File: src/rtl/tapdbg_pkg.sv
`timescale 1ns/1ps
package tapdbg_pkg;

  localparam int IR_W = 4;

  typedef enum logic [3:0] {
    ST_TLR, ST_RTI,
    ST_SEL_DR, ST_CAP_DR, ST_SH_DR, ST_EX1_DR, ST_PAU_DR, ST_EX2_DR, ST_UPD_DR,
    ST_SEL_IR, ST_CAP_IR, ST_SH_IR, ST_EX1_IR, ST_PAU_IR, ST_EX2_IR, ST_UPD_IR
  } tap_state_e;

  localparam logic [IR_W-1:0] OP_EXTEST = 4'b0000;
  localparam logic [IR_W-1:0] OP_SAMPLE = 4'b0010;
  localparam logic [IR_W-1:0] OP_BYPASS = 4'b1111;
  localparam logic [IR_W-1:0] IR_CAPTURE = {{(IR_W-2){1'b0}}, 2'b01};

endpackage

File: src/rtl/tap_fsm.sv
`timescale 1ns/1ps
module tap_fsm
  import tapdbg_pkg::*;
(
  input  logic       tck,
  input  logic       rst_n,
  input  logic       tms,
  output tap_state_e state
);

  tap_state_e state_q, state_d;

  always_comb begin
    state_d = state_q;
    unique case (state_q)
      ST_TLR:    state_d = tms ? ST_TLR    : ST_RTI;
      ST_RTI:    state_d = tms ? ST_SEL_DR : ST_RTI;
      ST_SEL_DR: state_d = tms ? ST_SEL_IR : ST_CAP_DR;
      ST_CAP_DR: state_d = tms ? ST_EX1_DR : ST_SH_DR;
      ST_SH_DR:  state_d = tms ? ST_EX1_DR : ST_SH_DR;
      ST_EX1_DR: state_d = tms ? ST_UPD_DR : ST_PAU_DR;
      ST_PAU_DR: state_d = tms ? ST_EX2_DR : ST_PAU_DR;
      ST_EX2_DR: state_d = tms ? ST_UPD_DR : ST_SH_DR;
      ST_UPD_DR: state_d = tms ? ST_SEL_DR : ST_RTI;
      ST_SEL_IR: state_d = tms ? ST_TLR    : ST_CAP_IR;
      ST_CAP_IR: state_d = tms ? ST_EX1_IR : ST_SH_IR;
      ST_SH_IR:  state_d = tms ? ST_EX1_IR : ST_SH_IR;
      ST_EX1_IR: state_d = tms ? ST_UPD_IR : ST_PAU_IR;
      ST_PAU_IR: state_d = tms ? ST_EX2_IR : ST_PAU_IR;
      ST_EX2_IR: state_d = tms ? ST_UPD_IR : ST_SH_IR;
      ST_UPD_IR: state_d = tms ? ST_SEL_DR : ST_RTI;
      default:   state_d = ST_TLR;
    endcase
  end

  always_ff @(posedge tck or negedge rst_n) begin
    if (!rst_n) state_q <= ST_TLR;
    else        state_q <= state_d;
  end

  assign state = state_q;

  // five rising edges with mode select high always end in Test-Logic-Reset
  a_r2_five_tms_reset: assert property (@(posedge tck) disable iff (!rst_n)
    ($past(tms, 1) && $past(tms, 2) && $past(tms, 3) && $past(tms, 4) && $past(tms, 5))
    |-> (state_q == ST_TLR));

endmodule

File: src/rtl/tap_ir.sv
`timescale 1ns/1ps
module tap_ir
  import tapdbg_pkg::*;
(
  input  logic            tck,
  input  logic            rst_n,
  input  tap_state_e      state,
  input  logic            tdi,
  output logic [IR_W-1:0] ir,
  output logic            ir_so
);

  logic [IR_W-1:0] sr_q, sr_d;
  logic            sr_en;
  logic [IR_W-1:0] ir_q, ir_d;
  logic            ir_en;

  always_comb begin
    sr_en = 1'b0;
    sr_d  = sr_q;
    if (state == ST_CAP_IR) begin
      sr_en = 1'b1;
      sr_d  = IR_CAPTURE;
    end else if (state == ST_SH_IR) begin
      sr_en = 1'b1;
      sr_d  = {tdi, sr_q[IR_W-1:1]};
    end
  end

  always_comb begin
    ir_en = 1'b0;
    ir_d  = ir_q;
    if (state == ST_TLR) begin
      ir_en = 1'b1;
      ir_d  = OP_BYPASS;
    end else if (state == ST_UPD_IR) begin
      ir_en = 1'b1;
      ir_d  = sr_q;
    end
  end

  always_ff @(posedge tck or negedge rst_n) begin
    if (!rst_n) begin
      sr_q <= IR_CAPTURE;
      ir_q <= OP_BYPASS;
    end else begin
      if (sr_en) sr_q <= sr_d;
      if (ir_en) ir_q <= ir_d;
    end
  end

  assign ir    = ir_q;
  assign ir_so = sr_q[0];

  // capture loads the fixed 01 pattern in the low bits
  a_r5_capture_pattern: assert property (@(posedge tck) disable iff (!rst_n)
    (state == ST_CAP_IR) |=> (sr_q[1:0] == 2'b01));

  // Test-Logic-Reset selects bypass
  a_r4_tlr_bypass: assert property (@(posedge tck) disable iff (!rst_n)
    (state == ST_TLR) |=> (ir_q == OP_BYPASS));

endmodule

File: src/rtl/tap_bsr.sv
`timescale 1ns/1ps
module tap_bsr
  import tapdbg_pkg::*;
#(
  parameter int NUM_IN  = 4,
  parameter int NUM_OUT = 4,
  localparam int LEN    = NUM_IN + NUM_OUT
) (
  input  logic           tck,
  input  logic           rst_n,
  input  tap_state_e     state,
  input  logic           tdi,
  input  logic           chain_en,
  input  logic [LEN-1:0] cap_val,
  output logic [LEN-1:0] sr_q,
  output logic [LEN-1:0] upd_q
);

  logic cap_en, sh_en, up_en;

  always_comb begin
    cap_en = chain_en && (state == ST_CAP_DR);
    sh_en  = chain_en && (state == ST_SH_DR);
    up_en  = chain_en && (state == ST_UPD_DR);
  end

  for (genvar i = 0; i < LEN; i++) begin : g_cell
    logic ser_in;
    logic sr_d;

    if (i == LEN - 1) begin : g_head
      assign ser_in = tdi;
    end else begin : g_body
      assign ser_in = sr_q[i+1];
    end

    always_comb begin
      sr_d = sr_q[i];
      if (cap_en)     sr_d = cap_val[i];
      else if (sh_en) sr_d = ser_in;
    end

    always_ff @(posedge tck or negedge rst_n) begin
      if (!rst_n) begin
        sr_q[i]  <= 1'b0;
        upd_q[i] <= 1'b0;
      end else begin
        if (cap_en || sh_en) sr_q[i] <= sr_d;
        if (up_en)           upd_q[i] <= sr_q[i];
      end
    end
  end

endmodule

File: src/rtl/tap_debug_mux.sv
`timescale 1ns/1ps
module tap_debug_mux
  import tapdbg_pkg::*;
#(
  parameter int                 NUM_IN   = 4,
  parameter int                 NUM_OUT  = 4,
  parameter logic [NUM_OUT-1:0] SAFE_OUT = 4'b0101
) (
  input  logic               pin_sel,
  input  logic               pin_tck,
  input  logic               pin_tms,
  input  logic               pin_tdi,
  input  logic               pin_trst_n,
  output logic               pin_tdo,
  output logic               pin_tdo_oe,
  output logic               dbg_bkpt,
  output logic               dbg_dsi,
  output logic               dbg_dsclk,
  input  logic               dbg_dso,
  input  logic [NUM_OUT-1:0] core_out,
  output logic [NUM_OUT-1:0] pad_out,
  input  logic [NUM_IN-1:0]  pad_in,
  output logic [NUM_IN-1:0]  core_in
);

  localparam int LEN = NUM_IN + NUM_OUT;

  // reset: asserted at once, released on the second rising test clock
  logic       raw_rst_n;
  logic [1:0] rst_sync_q;
  logic       tap_rst_n;

  assign raw_rst_n = pin_sel & pin_trst_n;

  always_ff @(posedge pin_tck or negedge raw_rst_n) begin
    if (!raw_rst_n) rst_sync_q <= 2'b00;
    else            rst_sync_q <= {rst_sync_q[0], 1'b1};
  end

  assign tap_rst_n = rst_sync_q[1];

  tap_state_e      state;
  logic [IR_W-1:0] ir;
  logic            ir_so;
  logic [LEN-1:0]  bsr_sr, bsr_upd;
  logic [LEN-1:0]  cap_val;
  logic            chain_en, byp_en;
  logic            is_extest, is_safe;

  tap_fsm u_fsm (
    .tck   (pin_tck),
    .rst_n (tap_rst_n),
    .tms   (pin_tms),
    .state (state)
  );

  tap_ir u_ir (
    .tck   (pin_tck),
    .rst_n (tap_rst_n),
    .state (state),
    .tdi   (pin_tdi),
    .ir    (ir),
    .ir_so (ir_so)
  );

  always_comb begin
    chain_en  = (ir == OP_EXTEST) || (ir == OP_SAMPLE);
    byp_en    = !chain_en;
    is_extest = pin_sel && (ir == OP_EXTEST);
    is_safe   = pin_sel && (ir == OP_BYPASS);
  end

  tap_bsr #(.NUM_IN(NUM_IN), .NUM_OUT(NUM_OUT)) u_bsr (
    .tck      (pin_tck),
    .rst_n    (tap_rst_n),
    .state    (state),
    .tdi      (pin_tdi),
    .chain_en (chain_en),
    .cap_val  (cap_val),
    .sr_q     (bsr_sr),
    .upd_q    (bsr_upd)
  );

  // pad steering
  always_comb begin
    if (is_extest)    pad_out = bsr_upd[LEN-1:NUM_IN];
    else if (is_safe) pad_out = SAFE_OUT;
    else              pad_out = core_out;
    core_in = is_extest ? bsr_upd[NUM_IN-1:0] : pad_in;
    cap_val = {pad_out, pad_in};
  end

  // single-cell bypass register
  logic byp_q, byp_d, byp_en_q;

  always_comb begin
    byp_en_q = 1'b0;
    byp_d    = byp_q;
    if (byp_en && state == ST_CAP_DR) begin
      byp_en_q = 1'b1;
      byp_d    = 1'b0;
    end else if (byp_en && state == ST_SH_DR) begin
      byp_en_q = 1'b1;
      byp_d    = pin_tdi;
    end
  end

  always_ff @(posedge pin_tck or negedge tap_rst_n) begin
    if (!tap_rst_n)    byp_q <= 1'b0;
    else if (byp_en_q) byp_q <= byp_d;
  end

  // falling-edge output stage
  logic so_sel, tdo_q, oe_q, oe_d;

  always_comb begin
    if (state == ST_SH_IR) so_sel = ir_so;
    else if (byp_en)       so_sel = byp_q;
    else                   so_sel = bsr_sr[0];
    oe_d = (state == ST_SH_IR) || (state == ST_SH_DR);
  end

  always_ff @(negedge pin_tck or negedge tap_rst_n) begin
    if (!tap_rst_n) begin
      tdo_q <= 1'b0;
      oe_q  <= 1'b0;
    end else begin
      tdo_q <= so_sel;
      oe_q  <= oe_d;
    end
  end

  // pin ownership
  always_comb begin
    pin_tdo    = pin_sel ? tdo_q : dbg_dso;
    pin_tdo_oe = pin_sel ? oe_q  : 1'b1;
    dbg_bkpt   = pin_sel ? 1'b0  : pin_tms;
    dbg_dsi    = pin_sel ? 1'b0  : pin_tdi;
    dbg_dsclk  = pin_sel ? 1'b0  : pin_trst_n;
  end

  // enable seen at a rising edge implies a shift state
  a_r6_oe_only_in_shift: assert property (@(posedge pin_tck) disable iff (!tap_rst_n)
    oe_q |-> (state == ST_SH_DR || state == ST_SH_IR));

  // the bypass cell captures 0
  a_r7_bypass_captures_zero: assert property (@(posedge pin_tck) disable iff (!tap_rst_n)
    (byp_en && state == ST_CAP_DR) |=> (byp_q == 1'b0));

  // after Update-DR under EXTEST the pads carry what was shifted in
  a_r10_extest_drive: assert property (@(posedge pin_tck) disable iff (!tap_rst_n)
    (pin_sel && state == ST_UPD_DR && ir == OP_EXTEST)
    |=> (pad_out == $past(bsr_sr[LEN-1:NUM_IN])));

endmodule

File: config.mk
export PLATFORM = sky130hd
export DESIGN_NAME = tap_debug_mux
export DESIGN_NICKNAME = d
export VERILOG_FILES = /design/src/rtl/tapdbg_pkg.sv /design/src/rtl/tap_fsm.sv /design/src/rtl/tap_ir.sv /design/src/rtl/tap_bsr.sv /design/src/rtl/tap_debug_mux.sv
export SDC_FILE = /design/constraint.sdc
export NUM_CORES = 1
export LEC_CHECK = 0
export BUFFER_PORTS_ARGS = -buffer_cell sky130_fd_sc_hd__buf_4
export CORE_AREA = 2 2 60 62
export DETAILED_ROUTE_END_ITERATION = 8
export DIE_AREA = 0 0 62 64
export PLACE_DENSITY = 0.74
export SYNTH_ARGS = -nofsm -noshare
export SYNTH_HDL_FRONTEND = slang
export SYNTH_SLANG_ARGS = --single-unit
File: constraint.sdc
create_clock -name pin_tck -period 1.75 [get_ports pin_tck]
set_input_delay 0.2625 -clock pin_tck [delete_from_list [all_inputs] [get_ports pin_tck]]
set_output_delay 0.2625 -clock pin_tck [all_outputs]
set_load 0.03 [all_outputs]
==> flow_summary.json <==
{
  "run_status": "finished, violations left",
  "failed_checks": "negative setup slack",
  "setup_total_negative_slack_ns": -4.41,
  "yosysWarnings": 0,
  "antenna_violations_before_repair": 0,
  "dpl-instance-area_um2": 2160,
  "drcViolationCount": 0,
  "critical_path.max_fanout": 1,
  "critPathArrivalTime_ns": 2.01,
  "rsz0062_at_grt": "yes",
  "clock_tree.htree_level_count": 2,
  "postSynthRegisterBits": 33,
  "cp.required_ns": 1.49,
  "synth_area_per_cell_um2": 9.38,
  "dominantRegCellSynth": "sky130_fd_sc_hd__dfrtp_1",
  "die_area_um2": 3970,
  "synthesis.nets": 198,
  "cts_tree": "yes",
  "postSynth.asyncResetShare": 1.00,
  "timing.final.max_slew_violations": 0,
  "cellPowerDensity_nw_per_um2": 1530,
  "syn_area_um2": 1730,
  "worst_setup_path_start_kind": "register",
  "grt_start_max_net_pins": 18,
  "fp.dieW_um": 62,
  "clock-sinks": 33,
  "post_route_cells_drive_above_1_share": 0.490,
  "path_clk_slew_ns": 0.10,
  "criticalPathCategory": "register to output pin",
  "count_of_input_and_output_buffers": 26,
  "place.detailed.instances": 273,
  "ant_nets": 0,
  "detailroute.via_count": 1729,
  "grt_overflow": 0,
  "synth_enable_flop_cells": 0,
  "synthCells": 184,
  "first_global_vias": 1698,
  "fin_nets": 264,
  "timing.clock.skew_ns": 0.0118,
  "worst_ir_drop_on_vdd_mv": 0.990,
  "vias_per_cell": 5.82,
  "worst_setup_slack_post_dpl_ns": -0.156,
  "hpwlAfterDp_um": 2950,
  "synth_cell_types": 41,
  "area_delta_synth_final_pct": 51.9,
  "final_hold_viol_count": 0,
  "floorplan.die.height_um": 64,
  "maxCapViolCount": 0,
  "fin_area_um2": 2620,
  "fillCellCount": 188,
  "avgRoutedWirePerCell_um": 17.6,
  "initialDrtViolationCount": 128,
  "gp_congestion": 0.756,
  "timing.critical_path.to_type": "output pin",
  "leakage_component_of_the_power_nw": 1.29,
  "initial_util": 0.526,
  "clk-insertion-delay-late_ns": 0.34,
  "clockRootBuffer": "sky130_fd_sc_hd__clkbuf_4",
  "diodes_inserted": 0,
  "core_um2": 3280,
  "layout_setup_ws_ns": -0.523,
  "stdcell_count": 297,
  "yosysSeqAreaShare": 0.482,
  "floorplan.io_pins": 27,
  "setup_violations": 15,
  "hold_path_class": "input pin to register",
  "global_route_wire_length_before_repair_um": 7470,
  "clock_tree.buffer_depth": 2,
  "placement_rows": 21,
  "detailedRoute.firstPassIterationCount": 5,
  "grt.total_usage": 0.256,
  "drt-total-wl_um": 5240,
  "cts-buffers-inserted": 5
}
## metrics by stage
step | hold slack [ns] | util | total power [mW]
floorplan | 0.0687 | - | 2.30
global placement | 0.168 | 0.658 | 2.81
detailed placement | 0.175 | 0.658 | 2.88
CTS | 0.195 | 0.752 | 3.69
global route | 0.204 | 0.798 | 4.21
finish | 0.203 | 0.798 | 4.00
## cell families (layout without fill, tap and decap cells)
logic type      count (synthesis)  after routing  synth area share
simple gates                   70             70             0.203
compound gates                 48             48             0.177
flops                          33             33             0.482
mux                            16             16            0.0993
buf+inv                        16             83            0.0370
other cells                     1              1           0.00217
## Yosys cell counts (all sizes together), types with 2 or more instances
cell type / number / area [um2]
nand2: 32 / 120
dfrtp: 26 / 651
o21ai: 21 / 105
nor2: 15 / 56.3
mux2: 9 / 101
mux2i: 7 / 70.1
a21oi: 6 / 30.0
clkbuf: 6 / 22.5
inv: 6 / 22.5
a22oi: 5 / 37.5
dfstp: 5 / 131
nor2b: 5 / 31.3
buf: 4 / 18.8
nand3: 4 / 20.0
a211oi: 2 / 15.0
a221oi: 2 / 17.5
a22o: 2 / 20.0
and4: 2 / 18.8
dfrtn: 2 / 50.1
nand2b: 2 / 12.5
nor3: 2 / 10.0
o2bb2ai: 2 / 17.5
o31ai: 2 / 15.0
## routing by layer
| layer | up-vias | global-route usage | routed length (um) | part of all wire |
|---|---|---|---|---|
| met5 | - | 0 | 0 | 0 |
| met4 | 0 | 0.0878 | 285 | 0.054 |
| met3 | 32 | 0.0688 | 227 | 0.043 |
| met2 | 70 | 0.458 | 2740 | 0.52 |
| met1 | 848 | 0.278 | 1990 | 0.38 |
| li1 | 779 | - | - | - |
## worst paths after layout
| check | from | endpoint | slack, ns | cells after the start |
|---|---|---|---|---|
| max in group asynchronous | pin_trst_n | rst_sync_q[1] | 0.73 | 4 |
| min in group asynchronous | rst_sync_q[1] | byp_q | 0.29 | 1 |
| min reg2reg | rst_sync_q[1] | byp_q | 0.29 | 1 |
| min | pin_tdi | u_ir.sr_q[3] | 0.20 | 3 |
| max | tdo_q | pin_tdo | -0.52 | 2 |
| max reg2reg | u_ir.ir[3] | tdo_q | -0.32 | 4 |
## critical path, stage by stage (launching register included)
cell,delay [ns]
sky130_fd_sc_hd__dfrtn_1,0.38
sky130_fd_sc_hd__mux2_4,0.29
sky130_fd_sc_hd__buf_6,0.14
## final cells by class
cell class / instances / area (um2) / share of cell area
Inverter: 6 / 22.5 / 0.00859
Timing Repair Buffer: 69 / 612 / 0.233
Sequential cell: 33 / 833 / 0.318
Clock inverter: 1 / 5.00 / 0.00191
Clock buffer: 7 / 65.1 / 0.0248
Multi-Input combinational cell: 135 / 1030 / 0.392
Tap cell: 46 / 57.6 / 0.0219
## power by group
group	leakage (nW)	total [mW]	internal [mW]	switching [mW]
clock	0.0413	0.494	0.233	0.262
combinational	0.857	2.17	1.09	1.08
sequential	0.392	1.33	1.07	0.263
## cell usage in the layout (no fill, tap or decap), types with 3 or more instances in the layout
master	instances
sky130_fd_sc_hd__buf_4	44
sky130_fd_sc_hd__dfrtp_1	25
sky130_fd_sc_hd__nand2_1	22
sky130_fd_sc_hd__buf_6	21
sky130_fd_sc_hd__o21ai_0	16
sky130_fd_sc_hd__nor2_1	14
sky130_fd_sc_hd__mux2_2	8
sky130_fd_sc_hd__nand2_2	7
sky130_fd_sc_hd__mux2i_1	7
sky130_fd_sc_hd__a21oi_1	6
sky130_fd_sc_hd__a22oi_1	5
sky130_fd_sc_hd__clkbuf_4	5
sky130_fd_sc_hd__dfstp_2	5
sky130_fd_sc_hd__inv_1	4
sky130_fd_sc_hd__nor2b_1	4
sky130_fd_sc_hd__nand3_1	3
sky130_fd_sc_hd__nand2_4	3
## repair_timing
action,in CTS,in global routing
pin swaps,13,18
endpoints found under the hold margin,2,0
endpoints found under the setup margin,12,21
gates resized for setup,39,27
buffers inserted,8,7
cloned,0,2
hold buffers,2,0
## flip-flops by register name, indices dropped and copies added, names as in the netlist
register             cells
u_bsr.upd_q              8
u_bsr.g_cell.ser_in      7
u_fsm.state              4
u_ir.ir                  4
u_ir.sr_q                4
rst_sync_q               2
byp_q                    1
oe_q                     1
tdo_q                    1
u_bsr.sr_q               1
Power figures use the tool's default switching activity.
